--- config.mk ---
export PLATFORM = sky130hd
export DESIGN_NAME = sio_b2_mem
export DESIGN_NICKNAME = d
export VERILOG_FILES = /design/src/rtl/sio_b2_pkg.sv /design/src/rtl/sio_b2_cmd.sv /design/src/rtl/sio_b2_array.sv /design/src/rtl/sio_b2_rdpath.sv /design/src/rtl/sio_b2_mem.sv
export SDC_FILE = /design/constraint.sdc
export NUM_CORES = 1
export LEC_CHECK = 0
export ABC_AREA = 1
export ABC_CLOCK_PERIOD_IN_PS = 3800
export BUFFER_PORTS_ARGS = -buffer_cell sky130_fd_sc_hd__buf_2
export CORE_ASPECT_RATIO = 0.8
export CORE_MARGIN = 2
export CORE_UTILIZATION = 32
export DETAILED_ROUTE_END_ITERATION = 10
export HOLD_SLACK_MARGIN = 0.08
export PLACE_DENSITY = 0.51
export SYNTH_ARGS = -nofsm -noshare
export SYNTH_HDL_FRONTEND = slang
export SYNTH_SLANG_ARGS = --single-unit
export TNS_END_PERCENT = 50
--- constraint.sdc ---
create_clock -name clk -period 3.8 [get_ports clk]
set_input_delay 0.76 -clock clk [delete_from_list [all_inputs] [get_ports clk]]
set_output_delay 0.76 -clock clk [all_outputs]
set_load 0.02 [all_outputs]
--- src/rtl/sio_b2_pkg.sv ---
package sio_b2_pkg;

    localparam int  BYTE_W  = 8;
    localparam logic RW_READ = 1'b1;

    // progress of a write command through its two data beats
    typedef enum logic [1:0] {
        WA_IDLE = 2'd0,
        WA_LO   = 2'd1,
        WA_HI   = 2'd2
    } wa_state_e;

endpackage

--- src/rtl/sio_b2_cmd.sv ---
module sio_b2_cmd
    import sio_b2_pkg::*;
#(
    parameter int DW = 16,
    parameter int AW = 4
) (
    input  logic              clk,
    input  logic              rst_n,
    input  logic              ld_n,
    input  logic              rw,
    input  logic [AW-1:0]     addr,
    input  logic [DW-1:0]     wdata,
    input  logic [DW/8-1:0]   wbe_n,
    output logic              rd_req,
    output logic [AW-1:0]     rd_addr,
    output logic              pend_vld,
    output logic [AW-1:0]     pend_addr,
    output logic [2*DW-1:0]   pend_data,
    output logic [DW/4-1:0]   pend_be
);
    localparam int NB = DW / BYTE_W;

    typedef struct packed {
        logic              phase;     // 0: even slot, command may be taken
        wa_state_e         wa;
        logic [AW-1:0]     wa_addr;
        logic [DW-1:0]     lo_data;
        logic [NB-1:0]     lo_be;
        logic              rd_req;
        logic [AW-1:0]     rd_addr;
        logic              pend_vld;
        logic [AW-1:0]     pend_addr;
        logic [2*DW-1:0]   pend_data;
        logic [2*NB-1:0]   pend_be;
    } cmd_st_t;

    cmd_st_t st_d, st_q;
    logic    accept;

    always_comb begin
        st_d          = st_q;
        st_d.phase    = ~st_q.phase;
        st_d.rd_req   = 1'b0;
        st_d.pend_vld = 1'b0;
        accept        = !ld_n && !st_q.phase;

        case (st_q.wa)
            WA_LO: begin
                st_d.lo_data = wdata;
                st_d.lo_be   = ~wbe_n;
                st_d.wa      = WA_HI;
            end
            WA_HI: begin
                st_d.pend_vld  = 1'b1;
                st_d.pend_addr = st_q.wa_addr;
                st_d.pend_data = {wdata, st_q.lo_data};
                st_d.pend_be   = {~wbe_n, st_q.lo_be};
                st_d.wa        = WA_IDLE;
            end
            default: ;
        endcase

        if (accept) begin
            if (rw == RW_READ) begin
                st_d.rd_req  = 1'b1;
                st_d.rd_addr = addr;
            end else begin
                st_d.wa      = WA_LO;
                st_d.wa_addr = addr;
            end
        end
    end

    always_ff @(posedge clk) begin
        if (!rst_n) st_q <= '0;
        else        st_q <= st_d;
    end

    assign rd_req    = st_q.rd_req;
    assign rd_addr   = st_q.rd_addr;
    assign pend_vld  = st_q.pend_vld;
    assign pend_addr = st_q.pend_addr;
    assign pend_data = st_q.pend_data;
    assign pend_be   = st_q.pend_be;

    AST_RD_ON_EVEN_SLOT: assert property (@(posedge clk) disable iff (!rst_n)
        st_q.rd_req |-> st_q.phase) else $error("read taken off-slot");
    AST_PEND_AFTER_BEAT2: assert property (@(posedge clk) disable iff (!rst_n)
        st_q.pend_vld |-> st_q.phase) else $error("pending word misaligned");
    AST_PEND_ONE_BEAT: assert property (@(posedge clk) disable iff (!rst_n)
        st_q.pend_vld |=> !st_q.pend_vld) else $error("pending word held");

endmodule

--- src/rtl/sio_b2_array.sv ---
module sio_b2_array
    import sio_b2_pkg::*;
#(
    parameter int DW = 16,
    parameter int AW = 4
) (
    input  logic              clk,
    input  logic              wr_en,
    input  logic [AW-1:0]     wr_addr,
    input  logic [2*DW-1:0]   wr_data,
    input  logic [DW/4-1:0]   wr_be,
    input  logic [AW-1:0]     rd_addr,
    output logic [2*DW-1:0]   rd_word
);
    localparam int LANES = 2 * DW / BYTE_W;
    localparam int DEPTH = 1 << AW;

    // one storage lane per byte of the wide word; not reset
    for (genvar b = 0; b < LANES; b++) begin : g_lane
        logic [BYTE_W-1:0] lane_mem [DEPTH];

        always_ff @(posedge clk) begin
            if (wr_en && wr_be[b]) lane_mem[wr_addr] <= wr_data[b*BYTE_W +: BYTE_W];
        end

        assign rd_word[b*BYTE_W +: BYTE_W] = lane_mem[rd_addr];
    end

endmodule

--- src/rtl/sio_b2_rdpath.sv ---
module sio_b2_rdpath
    import sio_b2_pkg::*;
#(
    parameter int DW = 16,
    parameter int AW = 4
) (
    input  logic              clk,
    input  logic              rst_n,
    input  logic              rd_req,
    input  logic [AW-1:0]     rd_addr,
    input  logic [2*DW-1:0]   arr_word,
    input  logic              pend_vld,
    input  logic [AW-1:0]     pend_addr,
    input  logic [2*DW-1:0]   pend_data,
    input  logic [DW/4-1:0]   pend_be,
    output logic [DW-1:0]     rdata,
    output logic              rvalid
);
    localparam int LANES = 2 * DW / BYTE_W;

    typedef struct packed {
        logic [2*DW-1:0] rbuf;
        logic            lo_due;
        logic            hi_due;
        logic [DW-1:0]   rdata;
        logic            rvalid;
    } rd_st_t;

    rd_st_t          st_d, st_q;
    logic            hit;
    logic [2*DW-1:0] merged;

    always_comb begin
        hit = pend_vld && (pend_addr == rd_addr);
        for (int b = 0; b < LANES; b++) begin
            merged[b*BYTE_W +: BYTE_W] = (hit && pend_be[b]) ?
                pend_data[b*BYTE_W +: BYTE_W] : arr_word[b*BYTE_W +: BYTE_W];
        end
    end

    always_comb begin
        st_d        = st_q;
        st_d.lo_due = 1'b0;
        st_d.hi_due = 1'b0;
        st_d.rvalid = 1'b0;
        st_d.rdata  = '0;
        if (st_q.lo_due) begin
            st_d.rdata  = st_q.rbuf[DW-1:0];
            st_d.rvalid = 1'b1;
            st_d.hi_due = 1'b1;
        end
        if (st_q.hi_due) begin
            st_d.rdata  = st_q.rbuf[2*DW-1:DW];
            st_d.rvalid = 1'b1;
        end
        if (rd_req) begin
            st_d.rbuf   = merged;
            st_d.lo_due = 1'b1;
        end
    end

    always_ff @(posedge clk) begin
        if (!rst_n) st_q <= '0;
        else        st_q <= st_d;
    end

    assign rdata  = st_q.rdata;
    assign rvalid = st_q.rvalid;

endmodule

--- src/rtl/sio_b2_mem.sv ---
module sio_b2_mem
    import sio_b2_pkg::*;
#(
    parameter int DW = 16,
    parameter int AW = 4
) (
    input  logic              clk,
    input  logic              rst_n,
    input  logic              ld_n,
    input  logic              rw,
    input  logic [AW-1:0]     addr,
    input  logic [DW-1:0]     wdata,
    input  logic [DW/8-1:0]   wbe_n,
    output logic [DW-1:0]     rdata,
    output logic              rvalid
);
    localparam int NB = DW / BYTE_W;

    logic              rd_req;
    logic [AW-1:0]     rd_addr;
    logic              pend_vld;
    logic [AW-1:0]     pend_addr;
    logic [2*DW-1:0]   pend_data;
    logic [2*NB-1:0]   pend_be;
    logic [2*DW-1:0]   arr_word;

    sio_b2_cmd #(.DW(DW), .AW(AW)) u_cmd (
        .clk       (clk),
        .rst_n     (rst_n),
        .ld_n      (ld_n),
        .rw        (rw),
        .addr      (addr),
        .wdata     (wdata),
        .wbe_n     (wbe_n),
        .rd_req    (rd_req),
        .rd_addr   (rd_addr),
        .pend_vld  (pend_vld),
        .pend_addr (pend_addr),
        .pend_data (pend_data),
        .pend_be   (pend_be)
    );

    sio_b2_array #(.DW(DW), .AW(AW)) u_array (
        .clk     (clk),
        .wr_en   (pend_vld),
        .wr_addr (pend_addr),
        .wr_data (pend_data),
        .wr_be   (pend_be),
        .rd_addr (rd_addr),
        .rd_word (arr_word)
    );

    sio_b2_rdpath #(.DW(DW), .AW(AW)) u_rd (
        .clk       (clk),
        .rst_n     (rst_n),
        .rd_req    (rd_req),
        .rd_addr   (rd_addr),
        .arr_word  (arr_word),
        .pend_vld  (pend_vld),
        .pend_addr (pend_addr),
        .pend_data (pend_data),
        .pend_be   (pend_be),
        .rdata     (rdata),
        .rvalid    (rvalid)
    );

    AST_RD_LATENCY: assert property (@(posedge clk) disable iff (!rst_n)
        rd_req |=> ##1 rvalid ##1 rvalid) else $error("read beats missing");
    AST_NO_LONE_BEAT: assert property (@(posedge clk) disable iff (!rst_n)
        $rose(rvalid) |=> rvalid) else $error("single read beat");

endmodule

==> impl_metrics.ini <==
[run_status]
outcome = finished, final reports clean

[pwr]
power.leakage_nw = 12.2
peakVddDrop_mv = 0.319
powerDensity_nw_per_um2 = 518

[timing]
finalSetupViolations = 0
period_minus_slack_ns = 2.38
slew_headroom_pct = 19.1
slew_viol_final = 0
finalCritPeriodShare_pct = 62.7
fin_skew_ns = 0.0212
hold_viol = 0
tns_ns = 0
max_freq_mhz = 420
rsz0062_at_grt = false
max_slew.worst_pin.slew_ns = 1.21
layout_setup_ws_ns = 1.42

[detailed_routing]
drc_errors = 0
drt-initial-drc-count = 1827
ant_nets = 0
drt-total-wl_mm = 72.5
vias = 18200
wl_per_cell_um = 19.0
firstDrtPassIters = 6
routed_via_density = 4.77

[cts]
post_cts_resize_count = 0
cts_tree = yes
htree_levels = 3
cts_buffer_depth = 3
cts.sink_count = 634
clkTransAtPathRegs_ns = 0.06
cts_setup_buffers = 0
cts_root_buf = clkbuf_16
clock_latency_ns = 0.62
cts_made_buffers = 69
cts_hold_buffers = 0

[grt]
antenna_found_initial = 1
grt_pass1_vias = 17200
grt_use_met2_pct = 24.7
grt.overflow.total = 0
global_route.usage.met1_pct = 25.7
grt_busiest_layer = met1
globalRouteTotalUtil_pct = 17.0
grt_start_max_net_pins = 127
grt_pass1_wl_mm = 110
use_met3_pct = 3.20

[floorplan]
die_y_um = 262
fp.coreArea_sq_um = 82200
start_util_pct = 32.3
die_w_um = 326
dieArea_sq_um = 85200
io_pins = 43
rows = 94

[worst_setup_path]
crit_path_max_incr_delay_ns = 0.86
path_common_cell = nand3_1
cpMaxStageDelayCell = inv_6
startpoint_type = register
crit_path_end_kind = register
crit_arrival_ns = 2.93
cp.required_ns = 4.35
crit_path_max_fanout = 126
path_cells = inv_6 > buf_4 > nand2_1 > nand3_1 > nand3_1 > nand3_1 > nand2_1 > a21oi_1
critPathKind = register to register

[hold_path]
hold_path.class = primary input to register

[layout]
final_nets = 2690
diodes = 0
area_growth_syn_to_layout_pct = 12.3
n_fill_cell = 8183
multiInputGateArea_sq_um = 6860
fin_cells = 3821
seq_area_sq_um = 17800
drive_above_1_share_pct = 7.32

[logic_synthesis]
ys_ff_latch = 634
synth_area_sq_um = 26500
syn_avg_cell_area_sq_um = 9.84
synth_top_cell_by_area = edfxtp_1
yosys_warnings = 0
synthesis.nets = 2725
synth_top_area_share_pct = 58.0
ys_types = 21
syn_inst = 2696
synth.area.top_cells = edfxtp_1 (58%), nand2_1 (12%), dfxtp_1 (9.2%)
ys_seq_area_share_pct = 67.2

[place]
gp_congestion = 0.857
port_buffers = 42
dp_slack_ns = 1.43
hpwl_mm = 43.7
placed_cells = 3694

[job]
drv_cap = 0
==> cells in the mapped netlist <==
library cell  instances
a2111oi_0             1
a21oi_1              60
buf_1                13
buf_2                66
buf_4                21
buf_6                 2
clkbuf_1             65
dfxtp_1             122
edfxtp_1            512
ha_1                  3
inv_1               277
inv_2                 1
nand2_1             843
nand3_1             352
nand3b_1              4
nor2_1              218
nor2_2                2
o21ai_0              98
or2_0                 8
or2_2                24
xor2_1                4
==> state kept, by name, indices dropped and copies added, names as in the netlist, 4 cells and up <==
register,cells
u_cmd.pend_addr,4
u_cmd.rd_addr,4
u_cmd.pend_data,32
u_rd.rdata,16
u_cmd.st_q,25
u_array.g_lane.lane_mem,512
u_cmd.pend_be,4
u_rd.st_q,34
==> cells in the final DEF, fill, tap and decap left out, types with 13 or more instances in the layout <==
cell,count
a21oi_1,60
buf_2,42
buf_4,14
clkbuf_1,17
clkbuf_16,73
clkinv_2,13
dfxtp_1,118
edfxtp_1,512
inv_1,275
nand2_1,843
nand3_1,352
nor2_1,218
o21ai_0,98
or2_2,24
==> routing by layer <==
metal / up-vias / wire [um]
li1: 8701 / -
met5: - / 13
met3: 118 / 5290
met2: 632 / 30200
met1: 8788 / 35400
met4: 2 / 1590
==> kinds of logic (layout without fill, tap and decap cells) <==
group / count (synthesis) / count (layout) / share of synthesized area [%]
buf+inv: 445 / 466 / 6.96
flops: 634 / 634 / 67.2
compound gates: 159 / 159 / 3.01
xor+xnor: 4 / 4 / 0.132
simple gates: 1451 / 1451 / 22.6
fa+ha+maj: 3 / 3 / 0.142
==> layout make-up <==
class	count	area share, %
Clock inverter	28	0.836
Tap cell	1104	4.64
Sequential cell	634	59.8
Multi-Input combinational cell	1617	23.0
Clock buffer	99	6.74
Timing Repair Buffer	61	1.39
Inverter	278	3.55
==> per-stage QoR <==
stage	utilization (%)	total power, mW	hold slack [ns]	area, sq um
after floorplan	-	8.49	0.394	26500
after global placement	33.5	8.88	0.404	27500
after detailed placement	33.5	8.90	0.411	27500
after CTS	36.2	15.6	0.359	29800
after global routing	36.2	15.9	0.372	29800
final	36.2	15.4	0.393	29800
==> final timing paths <==
| check | startpoint | to | slack (ns) | cells past startpoint |
|---|---|---|---|---|
| max reg2reg | u_cmd.rd_addr[1] | u_rd.st_q[23] | 1.42 | 8 |
| min | wdata[1] | u_cmd.pend_data[17] | 0.39 | 3 |
| min reg2reg | u_cmd.st_q[70] | u_cmd.st_q[70] | 0.42 | 1 |
| max | u_cmd.rd_addr[1] | u_rd.st_q[23] | 1.42 | 8 |
==> power by group <==
group	leakage (nW)	switching, mW	internal, mW
Combinational	5.35	0.593	0.231
Sequential	5.77	0.277	7.66
Clock	1.11	2.77	3.90
Total	12.2	3.64	11.8
==> worst max-delay path: cells and delay by family (launching register included) <==
family	cells	cell delay [ns]
compound gates	1	0.11
buf+inv	2	1.14
flops	1	0.47
simple gates	5	0.47
Note: power is estimated with default switching activity, not from simulation.
